## src/rtl/arpt_pkg.sv

```systemverilog
package arpt_pkg;
  typedef enum logic [2:0] {
    SEL_CNT_LO = 3'd0,
    SEL_CNT_HI = 3'd1,
    SEL_REL_LO = 3'd2,
    SEL_REL_HI = 3'd3,
    SEL_CTRL   = 3'd4
  } reg_sel_e;

  localparam int CTRL_RUN  = 0;
  localparam int CTRL_PWM  = 1;
  localparam int CTRL_IEN  = 2;
  localparam int CTRL_FLAG = 3;
endpackage

```

## src/rtl/arpt_regs.sv

```systemverilog
module arpt_regs
  import arpt_pkg::*;
#(
  parameter int BYTE_W = 8
) (
  input  logic              clk,
  input  logic              rst_n,
  input  logic              wr_en,
  input  logic [2:0]        wr_addr,
  input  logic [BYTE_W-1:0] wr_data,
  input  logic              wrap,
  output logic              run,
  output logic              pwm_mode,
  output logic              irq_en,
  output logic              flag,
  output logic [BYTE_W-1:0] rel_lo,
  output logic [BYTE_W-1:0] rel_hi,
  output logic              ld_lo,
  output logic              ld_hi
);
  reg_sel_e sel;
  logic     wr_ctrl;

  always_comb begin
    sel     = reg_sel_e'(wr_addr);
    ld_lo   = wr_en && (sel == SEL_CNT_LO);
    ld_hi   = wr_en && (sel == SEL_CNT_HI);
    wr_ctrl = wr_en && (sel == SEL_CTRL);
  end

  always_ff @(posedge clk or negedge rst_n) begin
    if (!rst_n) begin
      run      <= 1'b0;
      pwm_mode <= 1'b0;
      irq_en   <= 1'b0;
      rel_lo   <= '0;
      rel_hi   <= '0;
    end else if (wr_en) begin
      if (sel == SEL_REL_LO) rel_lo <= wr_data;
      if (sel == SEL_REL_HI) rel_hi <= wr_data;
      if (sel == SEL_CTRL) begin
        run      <= wr_data[CTRL_RUN];
        pwm_mode <= wr_data[CTRL_PWM];
        irq_en   <= wr_data[CTRL_IEN];
      end
    end
  end

  always_ff @(posedge clk or negedge rst_n) begin
    if (!rst_n)                              flag <= 1'b0;
    else if (wrap)                           flag <= 1'b1;
    else if (wr_ctrl && !wr_data[CTRL_FLAG]) flag <= 1'b0;
  end

  a_r9_flag_set : assert property (@(posedge clk) disable iff (!rst_n)
    wrap |=> flag);
  a_r9_flag_clear : assert property (@(posedge clk) disable iff (!rst_n)
    (wr_ctrl && !wr_data[CTRL_FLAG] && !wrap) |=> !flag);
endmodule

```

## src/rtl/arpt_counter.sv

```systemverilog
module arpt_counter #(
  parameter int BYTE_W = 8
) (
  input  logic              clk,
  input  logic              rst_n,
  input  logic              step_en,
  input  logic              pwm_mode,
  input  logic              ld_lo,
  input  logic              ld_hi,
  input  logic [BYTE_W-1:0] ld_val,
  input  logic [BYTE_W-1:0] rel_lo,
  input  logic [BYTE_W-1:0] rel_hi,
  output logic [BYTE_W-1:0] cnt_lo,
  output logic [BYTE_W-1:0] cnt_hi,
  output logic              wrap
);
  localparam int CNT_W = 2 * BYTE_W;
  localparam logic [BYTE_W-1:0] BMAX = {BYTE_W{1'b1}};

  logic              lo_full, hi_full, loading;
  logic [BYTE_W-1:0] nx_lo, nx_hi;
  logic [CNT_W-1:0]  cnt;

  always_comb begin
    lo_full = (cnt_lo == BMAX);
    hi_full = (cnt_hi == BMAX);
    loading = ld_lo || ld_hi;
    wrap    = step_en && !loading && lo_full && hi_full;
    cnt     = {cnt_hi, cnt_lo};
    nx_lo   = cnt_lo;
    nx_hi   = cnt_hi;
    if (loading) begin
      if (ld_lo) nx_lo = ld_val;
      if (ld_hi) nx_hi = ld_val;
    end else if (step_en) begin
      if (pwm_mode) begin
        if (lo_full) begin
          nx_lo = rel_lo;
          nx_hi = cnt_hi + 1'b1;
        end else begin
          nx_lo = cnt_lo + 1'b1;
        end
      end else if (lo_full && hi_full) begin
        nx_lo = rel_lo;
        nx_hi = rel_hi;
      end else begin
        {nx_hi, nx_lo} = cnt + 1'b1;
      end
    end
  end

  always_ff @(posedge clk or negedge rst_n) begin
    if (!rst_n) begin
      cnt_lo <= '0;
      cnt_hi <= '0;
    end else begin
      cnt_lo <= nx_lo;
      cnt_hi <= nx_hi;
    end
  end

  a_r1_step : assert property (@(posedge clk) disable iff (!rst_n)
    (step_en && !loading && !pwm_mode && !(lo_full && hi_full))
      |=> ({cnt_hi, cnt_lo} == CNT_W'($past(cnt) + 1'b1)));
  a_r2_reload : assert property (@(posedge clk) disable iff (!rst_n)
    (step_en && !loading && !pwm_mode && lo_full && hi_full)
      |=> ({cnt_hi, cnt_lo} == $past({rel_hi, rel_lo})));
  a_r4_prescale_carry : assert property (@(posedge clk) disable iff (!rst_n)
    (step_en && !loading && pwm_mode && lo_full)
      |=> (cnt_lo == $past(rel_lo)) && (cnt_hi == BYTE_W'($past(cnt_hi) + 1'b1)));
  a_r7_gate_hold : assert property (@(posedge clk) disable iff (!rst_n)
    (!step_en && !loading) |=> $stable({cnt_hi, cnt_lo}));
endmodule

```

## src/rtl/arpt_duty.sv

```systemverilog
module arpt_duty #(
  parameter int BYTE_W = 8
) (
  input  logic              clk,
  input  logic              rst_n,
  input  logic              pwm_mode,
  input  logic              wrap,
  input  logic [BYTE_W-1:0] rel_hi,
  input  logic [BYTE_W-1:0] cnt_hi,
  input  logic              pin_latch,
  output logic              pwm_out
);
  logic [BYTE_W-1:0] duty_q;

  always_ff @(posedge clk or negedge rst_n) begin
    if (!rst_n)                 duty_q <= '0;
    else if (!pwm_mode || wrap) duty_q <= rel_hi;
  end

  always_comb pwm_out = pin_latch && (!pwm_mode || (cnt_hi < duty_q));

  a_r6_duty_held : assert property (@(posedge clk) disable iff (!rst_n)
    (pwm_mode && !wrap) |=> $stable(duty_q));
  a_r5_zero_low : assert property (@(posedge clk) disable iff (!rst_n)
    (pwm_mode && duty_q == '0) |-> !pwm_out);
  a_r8_latch_low : assert property (@(posedge clk) disable iff (!rst_n)
    !pin_latch |-> !pwm_out);
endmodule

```

## src/rtl/arpt_timer.sv

```systemverilog
module arpt_timer #(
  parameter int BYTE_W = 8,
  localparam int CNT_W = 2 * BYTE_W
) (
  input  logic              clk,
  input  logic              rst_n,
  input  logic              wr_en,
  input  logic [2:0]        wr_addr,
  input  logic [BYTE_W-1:0] wr_data,
  input  logic              gate,
  input  logic              pin_latch,
  output logic [CNT_W-1:0]  count_o,
  output logic              pwm_out,
  output logic              ovf_flag,
  output logic              irq
);
  logic              run, pwm_mode, irq_en, wrap, ld_lo, ld_hi, step_en;
  logic [BYTE_W-1:0] rel_lo, rel_hi, cnt_lo, cnt_hi;

  always_comb step_en = run && gate;

  arpt_regs #(.BYTE_W(BYTE_W)) u_regs (
    .clk(clk), .rst_n(rst_n), .wr_en(wr_en), .wr_addr(wr_addr),
    .wr_data(wr_data), .wrap(wrap), .run(run), .pwm_mode(pwm_mode),
    .irq_en(irq_en), .flag(ovf_flag), .rel_lo(rel_lo), .rel_hi(rel_hi),
    .ld_lo(ld_lo), .ld_hi(ld_hi)
  );

  arpt_counter #(.BYTE_W(BYTE_W)) u_cnt (
    .clk(clk), .rst_n(rst_n), .step_en(step_en), .pwm_mode(pwm_mode),
    .ld_lo(ld_lo), .ld_hi(ld_hi), .ld_val(wr_data), .rel_lo(rel_lo),
    .rel_hi(rel_hi), .cnt_lo(cnt_lo), .cnt_hi(cnt_hi), .wrap(wrap)
  );

  arpt_duty #(.BYTE_W(BYTE_W)) u_duty (
    .clk(clk), .rst_n(rst_n), .pwm_mode(pwm_mode), .wrap(wrap),
    .rel_hi(rel_hi), .cnt_hi(cnt_hi), .pin_latch(pin_latch),
    .pwm_out(pwm_out)
  );

  always_comb begin
    count_o = {cnt_hi, cnt_lo};
    irq     = ovf_flag && irq_en;
  end

  a_r9_irq_needs_flag : assert property (@(posedge clk) disable iff (!rst_n)
    irq |-> ovf_flag);
endmodule

```

## config.mk

```make
export PLATFORM = sky130hd
export DESIGN_NAME = arpt_timer
export DESIGN_NICKNAME = d
export VERILOG_FILES = /design/src/rtl/arpt_pkg.sv /design/src/rtl/arpt_regs.sv /design/src/rtl/arpt_counter.sv /design/src/rtl/arpt_duty.sv /design/src/rtl/arpt_timer.sv
export SDC_FILE = /design/constraint.sdc
export NUM_CORES = 1
export LEC_CHECK = 0
export BUFFER_PORTS_ARGS = -buffer_cell sky130_fd_sc_hd__buf_2
export CAP_MARGIN = 0
export CELL_PAD_IN_SITES_DETAIL_PLACEMENT = 2
export CELL_PAD_IN_SITES_GLOBAL_PLACEMENT = 2
export CORE_UTILIZATION = 27
export DETAILED_ROUTE_END_ITERATION = 16
export MAX_ROUTING_LAYER = met4
export PLACE_DENSITY = 0.64
export SYNTH_ARGS = -nofsm -noshare
export SYNTH_HDL_FRONTEND = slang
export SYNTH_SLANG_ARGS = --single-unit
export TNS_END_PERCENT = 10
```

## constraint.sdc

```tcl
create_clock -name clk -period 2.55 [get_ports clk]
set_input_delay 0.255 -clock clk [delete_from_list [all_inputs] [get_ports clk]]
set_output_delay 0.255 -clock clk [all_outputs]
set_load 0.01 [all_outputs]
```

# Yosys cells after proc, flatten, opt, wreduce, memory -nomap -nowiden
# Cells that the tools add are included.
# word_totals
elab_cells	61
output_inout_bits	19
inputBits	16
regBits	44
# op_classes
n_mux	14
add_sub_neg	3
order_cmp	1
eq_ne	9
n_reduce_logical	25
# op_table
op	n
$mux 8	12
$add 16x1->16 const B	1
$add 8x1->8 const B	2
$eq 8x8->1 const B	2
$logic_and 1x1->1	11
$lt 8x8->1	1
$reduce_and 2->1	4
$eq 3x2->1 const B	2
$ne 2x1->1 const B	2
$reduce_bool 2->1	2
$eq 3x1->1 const B	1
$eq 3x3->1 const B	1
$logic_not 1->1	3
$logic_not 3->1	1
$logic_or 1x1->1	3
$ne 3x1->1 const B	1
$reduce_and 3->1	1
$mux 1	2

# Logic depth before layout (Yosys ltp)
# depth
ltp_word	8
mapped_depth	9
ltp_nobuf	7

# Hierarchy
# Synthesis repeated with hierarchy kept, for this count alone.
# unflattened
hier_cells	280
area_unflattened_um2	2740.1
# by_module_without_submodules
mod	cells_per_inst	seq_area_each_um2	instances	area_each_um2
arpt_counter	179	400.4	1	1430.1
arpt_regs	48	500.5	1	829.5
arpt_duty	51	200.2	1	467.9
arpt_timer	2	0.0	1	12.5

# Worst setup path after synthesis
# Ideal clock, no wire load.
# synth_path
kind	reg2reg
startpoint	register u_cnt.cnt_lo[0]
endpoint	register u_cnt.cnt_hi[7]
period_less_slack_ps	1882
path_buffers	1
stages_incl_launch_ff	9
t_arrival_ps	1760
required_time_ps	2428
path_slack_ps	668
setup_time_ps	122
cell_sequence	dfrtp_1 -> ha_1 -> nand4_1 -> or2_1 -> buf_6 -> a21oi_4 -> a21o_4 -> nand2_1 -> a32o_1
# synth_via
elab_chain_len	6
elab_cells_between_ends	9
cone_classes	1 x add/sub; 2 x eq/ne; 4 x mux; 2 x reduce/logical
# synth_lines
item	line_no	text
start: declaration	arpt_counter.sv:13	output logic [BYTE_W-1:0] cnt_lo,
start signal: assignment	arpt_counter.sv:57	cnt_lo <= nx_lo;
branches (longest 6 deep; another with $add 16x1->16)	n/a	
end signal: assignment	arpt_counter.sv:58	cnt_hi <= nx_hi;
end: declaration	arpt_counter.sv:14	output logic [BYTE_W-1:0] cnt_hi,
# Several ways; the timed one is not identified. The select of a mux whose other input is x is not followed.
# A chain may end at the register's enable or synchronous reset.

# Worst setup path after layout
# layout_path
startpoint	register u_cnt.cnt_hi[1]
endpoint	output pwm_out
# layout_via
elab_chain_len	3
# layout_lines
item	line_no	text
$lt 8x8->1	arpt_duty.sv:20	always_comb pwm_out = pin_latch && (!pwm_mode || (cnt_hi < duty_q));
$logic_or 1x1->1	arpt_duty.sv:20	
$logic_and 1x1->1	arpt_duty.sv:20	
end: declaration	arpt_timer.sv:13	output logic pwm_out,
# Every way passes these cells.

==> out/qor.log <==
INFO  worst_setup_path worst_ep_required_time=2300ps
INFO  final_layout   finalInstanceArea=0.00317sqmm
INFO  floorplanning  core.rowCount=36
INFO  cts            cts.reportedPaths.clkPinSlew=90ps
INFO  final_layout   fin_cells=452
INFO  cts            h_tree_depth_reported_by_cts=2
INFO  yosys          synth-warning-count=0
INFO  worst_setup_path crit_buf_inv=1
INFO  timing         fin_crit_share=95.7%
INFO  floorplanning  die-width=102um
INFO  cts            cts_tree=yes
INFO  cts            cts.path.max_buffers=2
INFO  run            drv.max_cap_violation_count=0
INFO  worst_setup_path critical_path.cell_chain=ha_1 -> a21o_1 -> a21o_1 -> a21oi_1 -> o21ai_0 -> a41oi_1 -> buf_2
INFO  drt            drt_first_iter_violations=72
INFO  worst_setup_path critPathArrivalTime=2190ps
INFO  yosys          synth.yosys.seq_area_share=40.7%
INFO  final_layout   layout-drive-gt1-share=29.8%
INFO  grt            globalRouteTotalUtil=18.4%
INFO  yosys          synth_enable_flop_cells=0
INFO  timing         setup_violations=0
INFO  final_layout   layout_common_cells=dfrtp_1, buf_2, nor2_1
INFO  hold_path      worst_hold_startpoint=wr_data[4]
INFO  worst_setup_path critPathKind=reg -> out
INFO  final_layout   area_growth_syn_to_layout=17.1%
INFO  worst_setup_path crit_fanout=6
INFO  final_layout   multi_input_comb_area=0.00147sqmm
INFO  drt            drt_pre_antenna_iters=4
INFO  worst_setup_path critical_path_source_type=register
INFO  floorplanning  core=0.00973sqmm
INFO  cts            cts-buffers-inserted=5
INFO  placed_design  dp_cells=444
INFO  timing         final_max_slew_viol_count=0
INFO  cts            post-cts-setup-buffers=0
INFO  placed_design  post_detail_place_hpwl=6.50mm
INFO  drt            num_vias=2284
INFO  yosys          syn-cell-area=0.00270sqmm
INFO  yosys          synth.lib_cells_used.distinct=64
INFO  worst_setup_path worst_r2r_startpoint=u_cnt.cnt_lo[0]$_DFFE_PN0P_
INFO  cts            clock_latency_reported_for_the_late_side_of_the_worst_skew_pair=300ps
INFO  yosys          synth_area_per_cell=9.90squm
INFO  hold_path      hold_path.class=in -> reg
INFO  final_layout   final_nets=344
INFO  worst_setup_path reg2reg_to=u_cnt.cnt_lo[1]$_DFFE_PN0P_
INFO  grt            grt_max_degree=19
INFO  worst_setup_path r2r_cells=7
INFO  final_layout   final_core_util=32.5%
INFO  drt            drt_drc_violations_left=0
INFO  placed_design  routabilityCongestion=0.802
INFO  run_status     status=finished, final reports clean
INFO  drt            wl_per_cell=19.1um
INFO  final_layout   layout.cells.most_common=dfrtp_1
INFO  timing         fin_hold_ws=224ps
INFO  floorplanning  fp.dieArea=0.0104sqmm
INFO  worst_setup_path critPathMaxStageDelay=470ps
INFO  placed_design  placed_cell_area=0.00306sqmm
INFO  cts            cts-root-buf=clkbuf_8
INFO  pwr            power.ir.vdd_worst=215uV
INFO  yosys          asyncSetResetFlopFracSynth=100%
INFO  drt            post_drt_antenna_nets=0
INFO  timing         timing.final.crit_period=2440ps
INFO  worst_setup_path crit_path_frequent_cell=a21o_1
INFO  timing         slew_headroom=57.5%
INFO  worst_setup_path critical_path.slowest_cell=dfrtp_1
INFO  worst_setup_path endpoint_kind=output port
INFO  drt            wl=8.65mm
INFO  grt            grt_overflow=0
INFO  timing         max_slew.worst_pin.slew=633ps
INFO  yosys          mappedNetlistNets=298
INFO  final_layout   fillers=1104
INFO  timing         finalClockSkew=12.7ps
INFO  yosys          register_bit_total_from_synthesis=44
INFO  worst_setup_path cpLargestDelayFamily=compound AO/OA/AOI/OAI gates
INFO  worst_setup_path ff2ff_setup_slack=350ps
INFO  pwr            powerDensity=922mW/mm^2
INFO  floorplanning  io_pins=35
INFO  hold_path      min_delay_path_depth=2
INFO  floorplanning  start_util=27.8%
INFO  placed_design  io_buffer_count=34
INFO  timing         setup_repair_after_global_routing_missed_its_margin=false
INFO  grt            number_of_antenna_violations_at_the_first_check_in_global_routing=0
INFO  floorplanning  die_y=102um
INFO  drt            routed_via_density=5.05
INFO  timing         fin_tns_setup=0ps
INFO  pwr            leakagePower=1.31nW
INFO  final_layout   num_antenna_cells=0
INFO  yosys          syn_inst_count=273
INFO  timing         finalHoldViolCount=0
INFO  final_layout   seqCellArea=0.00110sqmm
INFO  cts            clock_sink_count=44
INFO  timing         achievable-frequency=410MHz
INFO  grt            wire_length_of_the_first_global_routing_pass=13.8mm
INFO  grt            number_of_global_route_vias_before_repair=2431
INFO  yosys          ys_dominant_reg_cell=dfrtp_1
INFO  hold_path      hold_path_end=u_regs.rel_hi[4]$_DFFE_PN0P_
[power breakdown]
| group | leakage (nW) | total [mW] | internal, mW | switching [mW] |
|---|---|---|---|---|
| Combinational | 0.736 | 1.26 | 0.559 | 0.703 |
| Clock | 0.0503 | 0.501 | 0.242 | 0.259 |
| Sequential | 0.527 | 1.16 | 0.916 | 0.240 |
| Total | 1.31 | 2.92 | 1.72 | 1.20 |
[what timing repair did]
item | CTS | global route
hold buffers | 1 | 0
hold endpoints to repair | 16 | 0
gates resized for setup | 0 | 0
setup endpoints to repair | 0 | 0
[worst max-delay path by stage]
stage	start	slack [ps]	cells past startpoint	to
after CTS	u_cnt.cnt_hi[1]$_DFFE_PN0P_	80	7	pwm_out
final	u_cnt.cnt_hi[1]$_DFFE_PN0P_	110	7	pwm_out
after floorplan	u_cnt.cnt_lo[0]$_DFFE_PN0P_	670	8	u_cnt.cnt_hi[7]$_DFFE_PN0P_
after global placement	u_cnt.cnt_lo[1]$_DFFE_PN0P_	390	7	u_cnt.cnt_lo[1]$_DFFE_PN0P_
after global routing	u_cnt.cnt_hi[1]$_DFFE_PN0P_	7	7	pwm_out
after detailed placement	u_cnt.cnt_lo[0]$_DFFE_PN0P_	380	7	u_cnt.cnt_lo[1]$_DFFE_PN0P_
[routing by layer]
metal | track usage (%) | vias to the layer above | share of wire, %
met5 | - | - | 0
met4 | 4.40 | 0 | 1.2
met3 | 2.46 | 6 | 1.9
met2 | 29.6 | 26 | 48
met1 | 24.4 | 1168 | 49
li1 | - | 1084 | -
[synth_stat cells, types with 2 or more instances]
cell type | number | area share, %
a211oi_2 | 2 | 0.93
clkbuf_1 | 3 | 0.42
ha_1 | 9 | 4.2
nand4_1 | 2 | 0.46
a21oi_4 | 3 | 1.8
nor3_2 | 4 | 1.5
o22a_1 | 2 | 0.65
nor3_1 | 3 | 0.56
a21o_1 | 4 | 1.1
nand3_1 | 6 | 1.1
xor2_1 | 2 | 0.65
a211oi_1 | 3 | 0.83
o21ai_0 | 19 | 3.5
o22ai_1 | 6 | 1.4
and2_1 | 2 | 0.46
a31oi_1 | 5 | 1.2
xnor2_1 | 7 | 2.3
buf_6 | 5 | 2.1
inv_1 | 10 | 1.4
a21oi_1 | 20 | 3.7
nor2_1 | 29 | 4.0
nand2_1 | 25 | 3.5
mux2_2 | 18 | 7.5
dfrtp_1 | 44 | 41
[layout make-up]
class,count,share of cell area [%]
multi-input cells,208,46.5
well taps,133,5.26
clock buffers,7,3.04
inverters,10,1.19
repair buffers,50,9.25
flip-flops and latches,44,34.8
[cells by family after synthesis]
logic type      Yosys count  synth area share, %
buf+inv                  21                 4.86
mux                      20                 8.28
compound gates           82                 21.2
xor+xnor                  9                 2.92
fa+ha+maj                 9                 4.16
simple gates             88                 17.9
flops                    44                 40.7
[sequential cells by signal, summed over array words and instances (netlist names), 8 cells and up]
| register | flops |
|---|---|
| u_cnt.cnt_hi | 8 |
| u_cnt.cnt_lo | 8 |
| u_duty.duty_q | 8 |
| u_regs.rel_hi | 8 |
| u_regs.rel_lo | 8 |
[per-stage QoR]
step	power (mW)	worst slack, ps
floorplan	1.93	668
global placement	2.40	390
detailed placement	2.45	382
CTS	2.97	80.8
global route	3.16	6.60
finish	2.92	109
No activity file was read; power rests on OpenSTA's default activity.
